**config.mk**
```make
export PLATFORM = sky130hd
export DESIGN_NAME = tune_block_tx
export DESIGN_NICKNAME = d
export VERILOG_FILES = /design/src/rtl/tune_pkg.sv /design/src/rtl/tune_crc_lane.sv /design/src/rtl/tune_pattern_mux.sv /design/src/rtl/tune_seq.sv /design/src/rtl/tune_block_tx.sv
export SDC_FILE = /design/constraint.sdc
export NUM_CORES = 1
export LEC_CHECK = 0
export ABC_AREA = 1
export BUFFER_PORTS_ARGS = -buffer_cell sky130_fd_sc_hd__buf_2
export CORE_ASPECT_RATIO = 0.75
export CORE_MARGIN = 2
export CORE_UTILIZATION = 60
export CTS_BUF_LIST = sky130_fd_sc_hd__clkbuf_4 sky130_fd_sc_hd__clkbuf_8 sky130_fd_sc_hd__clkbuf_16
export DETAILED_ROUTE_END_ITERATION = 7
export GPL_ROUTABILITY_DRIVEN = 0
export PLACE_DENSITY = 0.83
export SYNTH_ARGS = -nofsm -noshare
export SYNTH_HDL_FRONTEND = slang
export SYNTH_SLANG_ARGS = --single-unit
```
**constraint.sdc**
```tcl
create_clock -name clk_i -period 2.8 [get_ports clk_i]
set_input_delay 0.56 -clock clk_i [delete_from_list [all_inputs] [get_ports clk_i]]
set_output_delay 0.56 -clock clk_i [all_outputs]
set_load 0.01 [all_outputs]
```
**src/rtl/tune_pkg.sv**
```systemverilog
package tune_pkg;
  localparam int LANES     = 4;
  localparam int PAT_BITS  = 512;
  localparam int LANE_BITS = PAT_BITS / LANES;
  localparam int CRC_W     = 16;
  localparam logic [CRC_W-1:0] CRC_POLY = 16'h1021;
  localparam int CNT_W     = $clog2(PAT_BITS);
  localparam int HALF_BITS = PAT_BITS / 2;

  // frame length with drive enable high: start + payload + crc + end
  localparam int FRAME_WIDE   = 1 + LANE_BITS + CRC_W + 1;
  localparam int FRAME_NARROW = 1 + PAT_BITS + CRC_W + 1;

  localparam logic [HALF_BITS-1:0] HALF_A =
    256'hFF0FFF00_FFCCC3CC_C33CCCFF_FEFFFEEF_FFDFFFDD_FFFBFFFB_BFFF7FFF_77F7BDEF;
  // second half is the first half delayed by one nibble, F-filled
  localparam logic [PAT_BITS-1:0] PATTERN = {HALF_A, 4'hF, HALF_A[HALF_BITS-1:4]};

  typedef enum logic [2:0] {
    PH_IDLE,
    PH_START,
    PH_DATA,
    PH_CRC,
    PH_END
  } phase_e;
endpackage

```
**src/rtl/tune_crc_lane.sv**
```systemverilog
module tune_crc_lane
  import tune_pkg::*;
(
  input  logic clk_i,
  input  logic rst_ni,
  input  logic clr_i,
  input  logic feed_i,
  input  logic bit_i,
  input  logic shift_i,
  output logic msb_o
);
  logic [CRC_W-1:0] crc_q;
  logic             fb;

  assign fb    = bit_i ^ crc_q[CRC_W-1];
  assign msb_o = crc_q[CRC_W-1];

  always_ff @(posedge clk_i or negedge rst_ni) begin
    if (!rst_ni) begin
      crc_q <= '0;
    end else if (clr_i) begin
      crc_q <= '0;
    end else if (feed_i) begin
      crc_q <= {crc_q[CRC_W-2:0], 1'b0} ^ (fb ? CRC_POLY : '0);
    end else if (shift_i) begin
      crc_q <= {crc_q[CRC_W-2:0], 1'b0};
    end
  end
endmodule

```
**src/rtl/tune_pattern_mux.sv**
```systemverilog
module tune_pattern_mux
  import tune_pkg::*;
(
  input  logic [CNT_W-1:0] cnt_i,
  input  logic             bus4_i,
  output logic [LANES-1:0] bits_o
);
  logic [PAT_BITS-1:0] wide_sh;
  logic [PAT_BITS-1:0] narrow_sh;

  assign wide_sh   = PATTERN << (LANES * int'(cnt_i));
  assign narrow_sh = PATTERN << int'(cnt_i);

  always_comb begin
    if (bus4_i) bits_o = wide_sh[PAT_BITS-1 -: LANES];
    else        bits_o = {{(LANES-1){1'b1}}, narrow_sh[PAT_BITS-1]};
  end
endmodule

```
**src/rtl/tune_seq.sv**
```systemverilog
module tune_seq
  import tune_pkg::*;
(
  input  logic             clk_i,
  input  logic             rst_ni,
  input  logic             start_i,
  input  logic             bus4_i,
  output phase_e           phase_o,
  output logic [CNT_W-1:0] cnt_o,
  output logic             bus4_o,
  output logic             done_o
);
  localparam logic [CNT_W-1:0] LAST_WIDE   = CNT_W'(LANE_BITS - 1);
  localparam logic [CNT_W-1:0] LAST_NARROW = CNT_W'(PAT_BITS - 1);
  localparam logic [CNT_W-1:0] LAST_CRC    = CNT_W'(CRC_W - 1);

  phase_e           phase_q;
  logic [CNT_W-1:0] cnt_q;
  logic             bus4_q;
  logic             done_q;
  logic [CNT_W-1:0] data_last;

  assign data_last = bus4_q ? LAST_WIDE : LAST_NARROW;

  always_ff @(posedge clk_i or negedge rst_ni) begin
    if (!rst_ni) begin
      phase_q <= PH_IDLE;
      cnt_q   <= '0;
      bus4_q  <= 1'b1;
      done_q  <= 1'b0;
    end else begin
      done_q <= (phase_q == PH_END);
      unique case (phase_q)
        PH_IDLE: if (start_i) begin
          phase_q <= PH_START;
          bus4_q  <= bus4_i;
          cnt_q   <= '0;
        end
        PH_START: begin
          phase_q <= PH_DATA;
          cnt_q   <= '0;
        end
        PH_DATA: begin
          if (cnt_q == data_last) begin
            phase_q <= PH_CRC;
            cnt_q   <= '0;
          end else begin
            cnt_q <= cnt_q + 1'b1;
          end
        end
        PH_CRC: begin
          if (cnt_q == LAST_CRC) begin
            phase_q <= PH_END;
            cnt_q   <= '0;
          end else begin
            cnt_q <= cnt_q + 1'b1;
          end
        end
        PH_END:  phase_q <= PH_IDLE;
        default: phase_q <= PH_IDLE;
      endcase
    end
  end

  assign phase_o = phase_q;
  assign cnt_o   = cnt_q;
  assign bus4_o  = bus4_q;
  assign done_o  = done_q;
endmodule

```
**src/rtl/tune_block_tx.sv**
```systemverilog
module tune_block_tx
  import tune_pkg::*;
(
  input  logic       clk_i,
  input  logic       rst_ni,
  input  logic       start_i,
  input  logic       bus4_i,
  output logic [3:0] dat_o,
  output logic       oe_o,
  output logic       done_o
);
  phase_e           phase;
  logic [CNT_W-1:0] cnt;
  logic             bus4_q;
  logic [LANES-1:0] bits;
  logic [LANES-1:0] crc_msb;

  tune_seq u_seq (
    .clk_i   (clk_i),
    .rst_ni  (rst_ni),
    .start_i (start_i),
    .bus4_i  (bus4_i),
    .phase_o (phase),
    .cnt_o   (cnt),
    .bus4_o  (bus4_q),
    .done_o  (done_o)
  );

  tune_pattern_mux u_mux (
    .cnt_i  (cnt),
    .bus4_i (bus4_q),
    .bits_o (bits)
  );

  for (genvar g = 0; g < LANES; g++) begin : g_lane
    tune_crc_lane u_crc (
      .clk_i   (clk_i),
      .rst_ni  (rst_ni),
      .clr_i   (phase == PH_START),
      .feed_i  (phase == PH_DATA),
      .bit_i   (bits[g]),
      .shift_i (phase == PH_CRC),
      .msb_o   (crc_msb[g])
    );
  end

  assign oe_o = (phase != PH_IDLE);

  always_comb begin
    unique case (phase)
      PH_START: dat_o = bus4_q ? 4'h0 : 4'hE;
      PH_DATA:  dat_o = bits;
      PH_CRC:   dat_o = bus4_q ? crc_msb : {3'b111, crc_msb[0]};
      default:  dat_o = 4'hF;
    endcase
  end
endmodule

```
==> key figures, run 1 <==
Timing
  – Hold WS: 0.3366 ns
  – Fmax achieved: 342.1 MHz
  – RSZ-0062 raised after global routing: yes
  – Period utilization: 1.044
  – Hold Fails Final Rpt: 0
  – Fin. max-slew vios: 0
  – Slew of the pin with the lowest slew margin: about 0.93 ns
  – Post-route setup slack: -0.1230 ns
  – Setup Viol. Count Final: 4
  – Clk_skew: 0.01050 ns
  – Final worst path period need: 2.923 ns
  – Max_slew headroom: 0.3802

Global routing
  – Initial antenna violation count: 0
  – Gr usage total: 0.2821
  – GR Overflow Total: 0
  – Number of global-route vias before repair: about 4000
  – First-pass GRT wire length: between 15000 and 20000 um
  – Largest net degree at the start of global routing: ~80

Cells and area
  – Fill cells: ~570
  – Fin util: 0.6843
  – Number of diodes: 0
  – Final Non-Filler Cells: approximately 720
  – Area added between synthesis and finish: 12.39%
  – Layout cell share with drive strength beyond 1: 0.1637
  – Final nets: 625

CTS
  – Reg clk slew, reported paths: 0.09 ns
  – CTS buffer count: 9
  – # clock sinks: 78
  – CTS H-tree depth: 3
  – Clk Tree Root Cell: clkbuf_8
  – Worst skew pair latency: approximately 0.35 ns
  – Hold-fix buffers at CTS: 0
  – TritonCTS clock tree: done
  – CTS Buffer Depth: 2

Flow run
  – # Max-Cap Violations: 0

Synthesis
  – Synthesized Nets: around 600
  – Yosys warning total: 0
  – Area of the mapped netlist: 0.004402 mm^2
  – Post-synth EDFFs: 0
  – Synth Area per Inst: ~7.5 um^2
  – Yosys reg bits: 78
  – Top_reg_cell synth: dfrtp_1
  – Asr flop ratio synth: 1.000
  – Cells after Synth: 590
  – Distinct cells, synth: 37
  – Seq/Total Area, Yosys: 0.4437

Pwr
  – Pwr dens: 1051 mW/mm^2
  – Leak: 2.399 nW
  – Sequential fraction of design power: 0.329
  – Switching power: 2.349 mW
  – Comb power frac: 0.506
  – Int Pwr: 2.850 mW
  – Switching Fraction: 0.4518
  – Total power: between 5 and 6 mW
  – Clock power share: 0.165
  – Worst vdd ir: between 0.0007 and 0.0008 V

Floorplanning
  – Die X: 102.9 um
  – Rows: 27
  – IO Count: 10
  – Die Y-Extent: approximately 80 um
  – Core region area: 0.007229 mm^2
  – DIE AREA: 0.008044 mm^2
  – Starting density of the core: 0.6089

Worst setup path
  – CP startpoint: u_seq.cnt_o[1]
  – Crit Path Max Fanout: 9
  – RR Startpoint: u_seq.phase_o[2]
  – Startpoint Class: flip-flop
  – Crit end category: output port
  – Crit path arrival time: ~2.4 ns
  – Req. time, crit path: between 2 and 2.5 ns
  – Kind of critical path: flip-flop to output port

Route
  – Vias/cell: ~6
  – Antenna Nets Post-Route: 0
  – Vias: about 4300
  – DR pass1 iterations: 6
  – DRC: 0
  – Final wirelength: roughly 11000 um
  – 1st-iter DRT viols: ~600
  – Drt wl/cell: 15.17 um

Hold path
  – Hold Path Class: primary input to asynchronous set/reset pin

Placement
  – Cell total after placement: 692
  – Input/output buffers: 9
  – Hpwl dp: 7304 um
  – Setup WS pre-CTS: 0.2095 ns

Run status
  – Outcome: finished with violations
  – Failing checks: negative setup slack
## flip-flops by register name, indices dropped and copies added (netlist names)
register,flops
g_lane.u_crc.crc_q,64
u_seq.bus4_o,1
u_seq.cnt_o,9
u_seq.done_o,1
u_seq.phase_o,3
## repair_timing
| action | 4_1_cts | 5_1_grt |
|---|---|---|
| pin swaps | 1 | 0 |
| setup buffers | 6 | 4 |
| endpoints found under the setup margin | 3 | 4 |
| resized for setup | 15 | 15 |
| gates cloned | 0 | 0 |
## metal layers
layer	up-vias	track usage	wire length, um	part of all wire
li1	1980	-	-	-
met1	2001	0.4124	4787	0.44
met5	-	0	0	0
met2	258	0.4019	4655	0.43
met3	69	0.06857	1068	0.098
met4	0	0.1171	383	0.035
## critical path, cell delays in order, from the launching register on
cell     delay [ns]
dfrtp_1        0.42
buf_6          0.17
ha_2           0.22
inv_1          0.05
nand2_1        0.05
nand3_1        0.11
nand2_1        0.10
nand2_1        0.05
nand2_1        0.06
nand2_1        0.05
nand2_1        0.05
nand2_1        0.05
nand2_1        0.05
nand3_1        0.07
nand2_2        0.08
nand2_2        0.06
a22oi_2        0.12
nand2_1        0.08
buf_2          0.17
## final timing paths
check	depth (start not counted)	slack [ns]	to
worst max-delay path	18	-0.12	dat_o[0]
worst min-delay path	1	0.34	g_lane[2].u_crc.crc_q[7]
worst max register to register	7	0.42	u_seq.cnt_o[8]
worst min register to register	2	0.49	g_lane[0].u_crc.crc_q[5]
max in group asynchronous	1	1.80	u_seq.cnt_o[2]
min in group clk_i	3	0.44	u_seq.bus4_o
## cell families (layout without fill, tap and decap cells)
family	after synthesis	after routing	share of synthesized area
XOR/XNOR	2	2	0.003980
buffers and inverters	117	144	0.1097
adder cells (fa/ha/maj)	9	9	0.02558
flip-flops	78	78	0.4437
AO/OA/AOI/OAI	126	126	0.1671
AND/OR/NAND/NOR	258	258	0.2499
## metrics by stage
step	cell area, um^2	TNS (ns)
finish	4947	-0.2392
global route	4947	-0.8229
CTS	4883	-0.2512
detailed placement	4587	0
global placement	4587	0
floorplan	4402	0
## synth_stat cells (2+ instances only)
library cell  instances  area, um^2
buf_1                 2       7.510
nand3_1              45       225.2
dfrtp_1              77        1927
inv_2                 7       26.28
nand2_2               4       25.02
nor2_2                4       25.02
clkbuf_1             13       48.80
buf_2                 6       30.03
o211ai_1              6       45.04
ha_1                  9       112.6
nand2_1             140       525.5
nor3_1               10       50.05
o21ai_1              10       50.05
clkinv_1              3       11.26
nand4_1               5       31.28
a31oi_1               6       37.54
xor2_1                2       17.52
buf_6                 2       22.52
a21oi_1              21       105.1
nand3_2               2       20.02
o21ai_0              31       155.2
o22ai_1              43       269.0
inv_1                78       292.8
buf_4                 5       37.54
o21ai_2               3       26.28
nor2_1               45       168.9
## layout make-up
| class | count | area, um^2 | share of cell area |
|---|---|---|---|
| clock buffer | 9 | 123.9 | 0.02504 |
| inverter | 89 | 339.1 | 0.06854 |
| sequential | 78 | 1958 | 0.3958 |
| multi-input combinational | 395 | 2036 | 0.4115 |
| timing repair buffer | 39 | 284.0 | 0.05741 |
| tap | 101 | 126.4 | 0.02554 |
| clock inverter | 7 | 80.08 | 0.01619 |
## power groups by stage
stage | Combinational, mW | Sequential, mW | Clock (mW)
after CTS | 2.48 | 1.71 | 0.879
after floorplan | 1.79 | 1.67 | 0
after detailed placement | 2.37 | 1.72 | 0
after global placement | 2.29 | 1.70 | 0
final | 2.63 | 1.71 | 0.857
after global routing | 2.90 | 1.75 | 0.929
## placed cells by master (no fill, tap or decap), drive strengths merged, types with 2 or more instances in the layout
cell / instances
o211ai: 6
nand2: 145
clkinv: 4
o21ai: 44
nor3: 10
a31oi: 6
dfrtp: 77
a21oi: 22
xor2: 2
ha: 9
inv: 90
o22ai: 43
nand3: 47
buf: 39
clkbuf: 9
nand4: 5
nor2: 50
Power figures use the tool's default switching activity.
==> inputs of run 2 (changes only) <==
Clock period 2.8 ns to 3.45 ns, I/O delays scaled along.
==> run 2 against run 1 <==
  * The run now ends clean
  * Final area shrank 3.7%
  * Non-clock buffer count is 20 lower
  * Combinational power shrank 26%
  * Via count down 4.9%
  * Setup slack better by 0.25 ns
  * Count of clock-buffer cells in the layout rose by 1
  * Final cell count is 2.8% lower
  * Die area is the same
  * Critical path type unchanged
  * Highest routed layer unchanged
==> key figures, run 2 (same netlist as run 1, synthesis figures left out) <==
CTS
  – Hold-fix buffers at CTS: 0
  – Clk Tree Root Cell: clkbuf_8
  – CTS buffer count: 9
  – CTS H-tree depth: 3
  – Reg clk slew, reported paths: 0.09 ns
  – # clock sinks: 78
  – CTS Buffer Depth: 2
  – CTS-repair resized insts: 0
  – Worst skew pair latency: 0.35 ns
  – Post-CTS setup buffer count: 0
  – TritonCTS clock tree: done

Timing
  – Setup Viol. Count Final: 0
  – Period utilization: 0.9641
  – RSZ-0062 raised after global routing: no
  – Hold Fails Final Rpt: 0
  – Max_slew headroom: 0.3733
  – Fmax achieved: 300.7 MHz
  – Clk_skew: 0.01010 ns
  – Final worst path period need: between 3 and 4 ns
  – Final setup TNS: 0 ns
  – Fin. max-slew vios: 0
  – Slew of the pin with the lowest slew margin: between 0.9 and 1 ns

Worst setup path
  – FF-to-FF path depth: 7
  – Req. time, crit path: 2.76 ns
  – Startpoint Class: flip-flop
  – Crit Path Max Fanout: 19
  – Worst-path cell chain: inv_2, nor2_2, inv_1, o211ai_1, nand2_1, and3_1, nand2_1, nand2_1, a21oi_1, nand3_1, buf_2
  – CP max-delay cell: dfrtp_1
  – CP max stage delay: 0.58 ns
  – Cell mode on critical path: nand2_1
  – Crit path arrival time: 2.64 ns
  – RR Startpoint: u_seq.phase_o[2]
  – RR Endpoint: u_seq.cnt_o[8]
  – Crit end category: output port
  – CP startpoint: u_seq.cnt_o[4]
  – CP Capture Point: dat_o[2]
  – Kind of critical path: flip-flop to output port
  – Reg-to-reg slack, setup: 0.94 ns

Cells and area
  – Final nets: 605
  – Max FFs per register: 64
  – Number of diodes: 0
  – Commonest non-fill, non-tap cell in the layout: nand2_1
  – Register with the most flip-flops: g_lane.u_crc.crc_q
  – Fin util: 0.6587
  – Area added between synthesis and finish: 8.187%
  – Most frequent cells in the layout: nand2_1 (140), inv_1 (78), dfrtp_1 (77), nand3_1 (45), nor2_1 (44)
  – Layout cell share with drive strength beyond 1: 0.1022

Route
  – 1st-iter DRT viols: ~400
  – Uppermost layer routed: met4
  – Met2 WL post-DR: 4563 um
  – Met3 Routed Length: 962 um
  – DRT met1 WL: 4738 um
  – Drt wl/cell: 14.89 um
  – Antenna Nets Post-Route: 0
  – Vias/cell: 5.872
  – Final wirelength: 10390 um
  – DR pass1 iterations: 7
  – DRC: 0
  – Vias: 4099

Hold path
  – Hold Path Class: primary input to asynchronous set/reset pin

Floorplanning
  – Die Y-Extent: 78.18 um
  – Rows: 27
  – DIE AREA: between 0.008 and 0.009 mm^2
  – Die X: a little over 100 um
  – Starting density of the core: 0.6089
  – IO Count: 10
  – Core region area: 0.007229 mm^2

Global routing
  – GR Overflow Total: 0
  – Initial antenna violation count: 0
  – Number of global-route vias before repair: 3755
  – Largest net degree at the start of global routing: 79
  – Gr usage total: 0.2743
  – First-pass GRT wire length: 17480 um

Placement
  – Input/output buffers: 9
  – Hpwl dp: between 7000 and 8000 um

Flow run
  – # Max-Cap Violations: 0

Pwr
  – Worst vdd ir: between 0.0009 and 0.001 V
  – Leak: 2.328 nW
  – Pwr dens: 876.1 mW/mm^2

Run status
  – Outcome: complete, no violations
==> run 2: cell count changes in the layout (fill, tap and decap cells not counted), sizes merged <==
| cell | change |
|---|---|
| buf | -20 |
| bufinv | +2 |
| clkbuf | +1 |
| clkinv | +1 |
| clkinvlp | -1 |
| inv | -3 |
==> run 2: stage by stage <==
| stage | hold slack [ns] | area (um^2) | power [mW] | std cells | setup WS, ns |
|---|---|---|---|---|---|
| after global placement | 0.4659 | 4512 | 3.219 | 682 | 0.6970 |
| after floorplan | 0.3944 | 4402 | 2.807 | 590 | 0.8280 |
| after detailed placement | 0.4670 | 4512 | 3.292 | 682 | 0.6590 |
| final | 0.4750 | 4762 | 4.172 | 698 | 0.1240 |
| after global routing | 0.5151 | 4762 | 4.498 | 698 | 0.02248 |
| after CTS | 0.4891 | 4762 | 4.137 | 698 | 0.2611 |
==> run 2: how the worst min path moves through the flow <==
stage          slack [ns]                   endpoint  depth (start not counted)                      start
2_1_floorplan        0.39   g_lane[0].u_crc.crc_q[0]                          0                     rst_ni
3_3_place_gp         0.47   g_lane[1].u_crc.crc_q[6]                          2   g_lane[1].u_crc.crc_q[5]
3_5_place_dp         0.47  g_lane[0].u_crc.crc_q[12]                          2  g_lane[0].u_crc.crc_q[12]
4_1_cts              0.49  g_lane[1].u_crc.crc_q[13]                          2  g_lane[1].u_crc.crc_q[12]
5_1_grt              0.52   g_lane[3].u_crc.crc_q[6]                          2   g_lane[3].u_crc.crc_q[5]
6_report             0.48   g_lane[2].u_crc.crc_q[2]                          1                     rst_ni
==> run 2: worst max-delay path: cells and delay by family, from the launching register on <==
family                 cells  cell delay [ns]
AOI/OAI and AO/OA          2             0.36
buffers and inverters      3             0.52
DFF                        1             0.58
and+or+nand+nor            6             0.83
==> run 2: per-layer routing <==
metal	track usage	up-vias
met2	0.3948	210
met3	0.06500	20
met1	0.4211	1931
met5	0	-
met4	0.06316	0
li1	-	1938
==> run 2: layout make-up <==
cell class	instances	area, um^2
fillers	615	2467
multi-input cells	395	1973
flip-flops and latches	78	1953
inverters	89	336.6
clock buffers	10	131.4
well taps	101	126.4
repair buffers	19	122.6
clock inverters	6	118.9
==> run 2: power breakdown <==
part | leakage [nW] | internal (mW) | switching (mW)
Clock | 0.126 | 0.496 | 0.345
Sequential | 1.02 | 1.23 | 0.151
Combinational | 1.18 | 0.619 | 1.33
Total | 2.33 | 2.35 | 1.83
==> inputs of run 3 (changes only) <==
Settings changed: CORE_UTILIZATION 60 to 50, PLACE_DENSITY 0.83 to 0.72.
==> run 3 against run 2 <==
  * Sequential cell count unchanged
  * Non-clock buffer count increased by 2
  * Utilization decreased by 9.2 points
  * Clock power increased by 4.4%
  * Count of clock-buffer cells in the layout increased by 2
  * Global-route usage decreased by 3.9 points
  * Clock skew decreased by 0.0034 ns
  * Wire length increased by 0.84%
  * Combinational power about the same
  * Worst hold slack improved by 0.0088 ns
==> key figures, run 3 (same netlist as run 1, synthesis figures left out) <==
Run status
  – Outcome: complete, no violations

Floorplanning
  – Die X: 112.3 um
  – Rows: 29
  – IO Count: 10
  – Core region area: roughly 0.0085 mm^2
  – Die Y-Extent: 85.26 um
  – DIE AREA: 0.009578 mm^2
  – Starting density of the core: 0.5184

Timing
  – Fin. max-slew vios: 0
  – Period utilization: 0.9132
  – Max_slew headroom: 0.3600
  – Clk_skew: 0.006668 ns
  – Hold WS: between 0.4 and 0.5 ns
  – Slew of the pin with the lowest slew margin: 0.9599 ns
  – Final setup TNS: 0 ns
  – Fmax achieved: 317.4 MHz
  – Hold Fails Final Rpt: 0
  – Final worst path period need: roughly 3.2 ns
  – RSZ-0062 raised after global routing: no
  – Setup Viol. Count Final: 0

CTS
  – Reg clk slew, reported paths: 0.06 ns
  – TritonCTS clock tree: done
  – CTS Buffer Depth: 2
  – CTS buffer count: 9
  – Clk Tree Root Cell: clkbuf_16
  – Post-CTS setup buffer count: 0
  – CTS H-tree depth: 3
  – Worst skew pair latency: 0.34 ns
  – # clock sinks: 78

Pwr
  – Leak: about 2.3 nW
  – Worst vdd ir: roughly 0.00047 V
  – Pwr dens: 869.6 mW/mm^2

Worst setup path
  – Crit end category: output port
  – Req. time, crit path: between 2 and 3 ns
  – RR Startpoint: u_seq.phase_o[2]
  – Startpoint Class: flip-flop
  – CP Capture Point: dat_o[0]
  – FF-to-FF path depth: 7
  – Reg-to-reg slack, setup: around 0.82 ns
  – Kind of critical path: flip-flop to output port
  – Crit Path Max Fanout: 7
  – Crit path arrival time: between 2 and 2.5 ns
  – RR Endpoint: u_seq.cnt_o[8]
  – CP startpoint: u_seq.cnt_o[0]

Global routing
  – Gr usage total: 0.2353
  – Met3 GRT Util: 0.05286
  – Number of global-route vias before repair: 3765
  – GR peak layer: met1
  – First-pass GRT wire length: 18190 um
  – Met2 Usage GRT: 0.3428
  – GR Overflow Total: 0
  – Initial antenna violation count: 0
  – Largest net degree at the start of global routing: 79
  – Met1 GRT Util: 0.3479

Route
  – 1st-iter DRT viols: 414
  – Vias/cell: roughly 5.6
  – Final wirelength: 10480 um
  – DR pass1 iterations: 5
  – Drt wl/cell: 14.84 um
  – DRC: 0
  – Antenna Nets Post-Route: 0
  – Vias: just under 4000

Cells and area
  – Register with the most flip-flops: g_lane.u_crc.crc_q
  – Final nets: 607
  – Most frequent cells in the layout: nand2_1 (140), inv_1 (78), dfrtp_1 (76), nand3_1 (45), nor2_1 (44)
  – Max FFs per register: 64
  – Final Non-Filler Cells: about 700
  – Number of diodes: 0
  – Commonest non-fill, non-tap cell in the layout: nand2_1
  – Fill cells: ~790
  – Area added between synthesis and finish: 9.324%
  – Layout cell share with drive strength beyond 1: 0.1054

Placement
  – Cell total after placement: 691
  – Input/output buffers: 9
  – Hpwl dp: approximately 7300 um

Hold path
  – Hold Path Class: flip-flop to flip-flop

Flow run
  – # Max-Cap Violations: 0
-- run 3: changes by cell type in the layout (fill, tap and decap cells not counted), sizes merged --
| cell | change |
|---|---|
| buf | +2 |
| bufinv | -3 |
| clkbuf | +2 |
| clkinvlp | +1 |
| inv | -1 |
-- run 3: power by group --
group	leakage, nW	internal, mW	switching, mW
logic	1.19	0.615	1.31
clock network	0.135	0.519	0.359
registers	1.02	1.24	0.150
-- run 3: worst max-delay path, cell delays in order, from the launching register on --
cell     delay [ns]
dfrtp_1        0.49
buf_4          0.21
ha_1           0.26
nand3_1        0.13
nand3_1        0.11
nand2_1        0.05
inv_1          0.07
nand2_1        0.06
nand2_1        0.05
nand2_1        0.04
nand2_1        0.05
nand3_1        0.07
nand2_1        0.07
nand2_1        0.07
a22oi_1        0.14
nand2_1        0.08
buf_2          0.16
-- run 3: how the worst min path moves through the flow --
stage	end	from	cells after the start
2_1_floorplan	g_lane[0].u_crc.crc_q[0]	rst_ni	0
3_3_place_gp	g_lane[0].u_crc.crc_q[5]	g_lane[0].u_crc.crc_q[5]	2
3_5_place_dp	g_lane[2].u_crc.crc_q[0]	g_lane[2].u_crc.crc_q[0]	2
4_1_cts	g_lane[2].u_crc.crc_q[0]	g_lane[2].u_crc.crc_q[0]	2
5_1_grt	g_lane[3].u_crc.crc_q[5]	g_lane[3].u_crc.crc_q[5]	2
6_report	g_lane[2].u_crc.crc_q[0]	g_lane[2].u_crc.crc_q[0]	2
-- run 3: metal layers --
metal / vias to the layer above / share of wire
li1: 1951 / -
met1: 1801 / 0.47
met2: 169 / 0.43
met3: 25 / 0.079
met4: 0 / 0.025
met5: - / 0
-- run 3: area by class of cell --
cell class              count  area (um^2)  share of cell area
clock buffers              12        254.0             0.05278
inverters                  89        336.6             0.06994
clock inverters             3        21.27            0.004420
multi-input cells         395         1973              0.4100
repair buffers             21        137.6             0.02860
well taps                 108        135.1             0.02808
flip-flops and latches     78         1954              0.4061
-- run 3: per-stage QoR --
stage / area (um^2) / utilization / worst slack, ns / power (mW)
after global routing: 4812 / 0.5668 / 0.06748 / 4.553
after global placement: 4536 / 0.5342 / 0.6848 / 3.257
after detailed placement: 4536 / 0.5342 / 0.6852 / 3.300
after CTS: 4811 / 0.5666 / 0.3151 / 4.192
after floorplan: 4402 / - / 0.8280 / 2.807
final: 4812 / 0.5668 / 0.2993 / 4.184
-- run 3: timing repair --
| item | in CTS | in global routing |
|---|---|---|
| resized for setup | 0 | 1 |
| setup endpoints to repair | 0 | 1 |
| hold buffers | 0 | 0 |
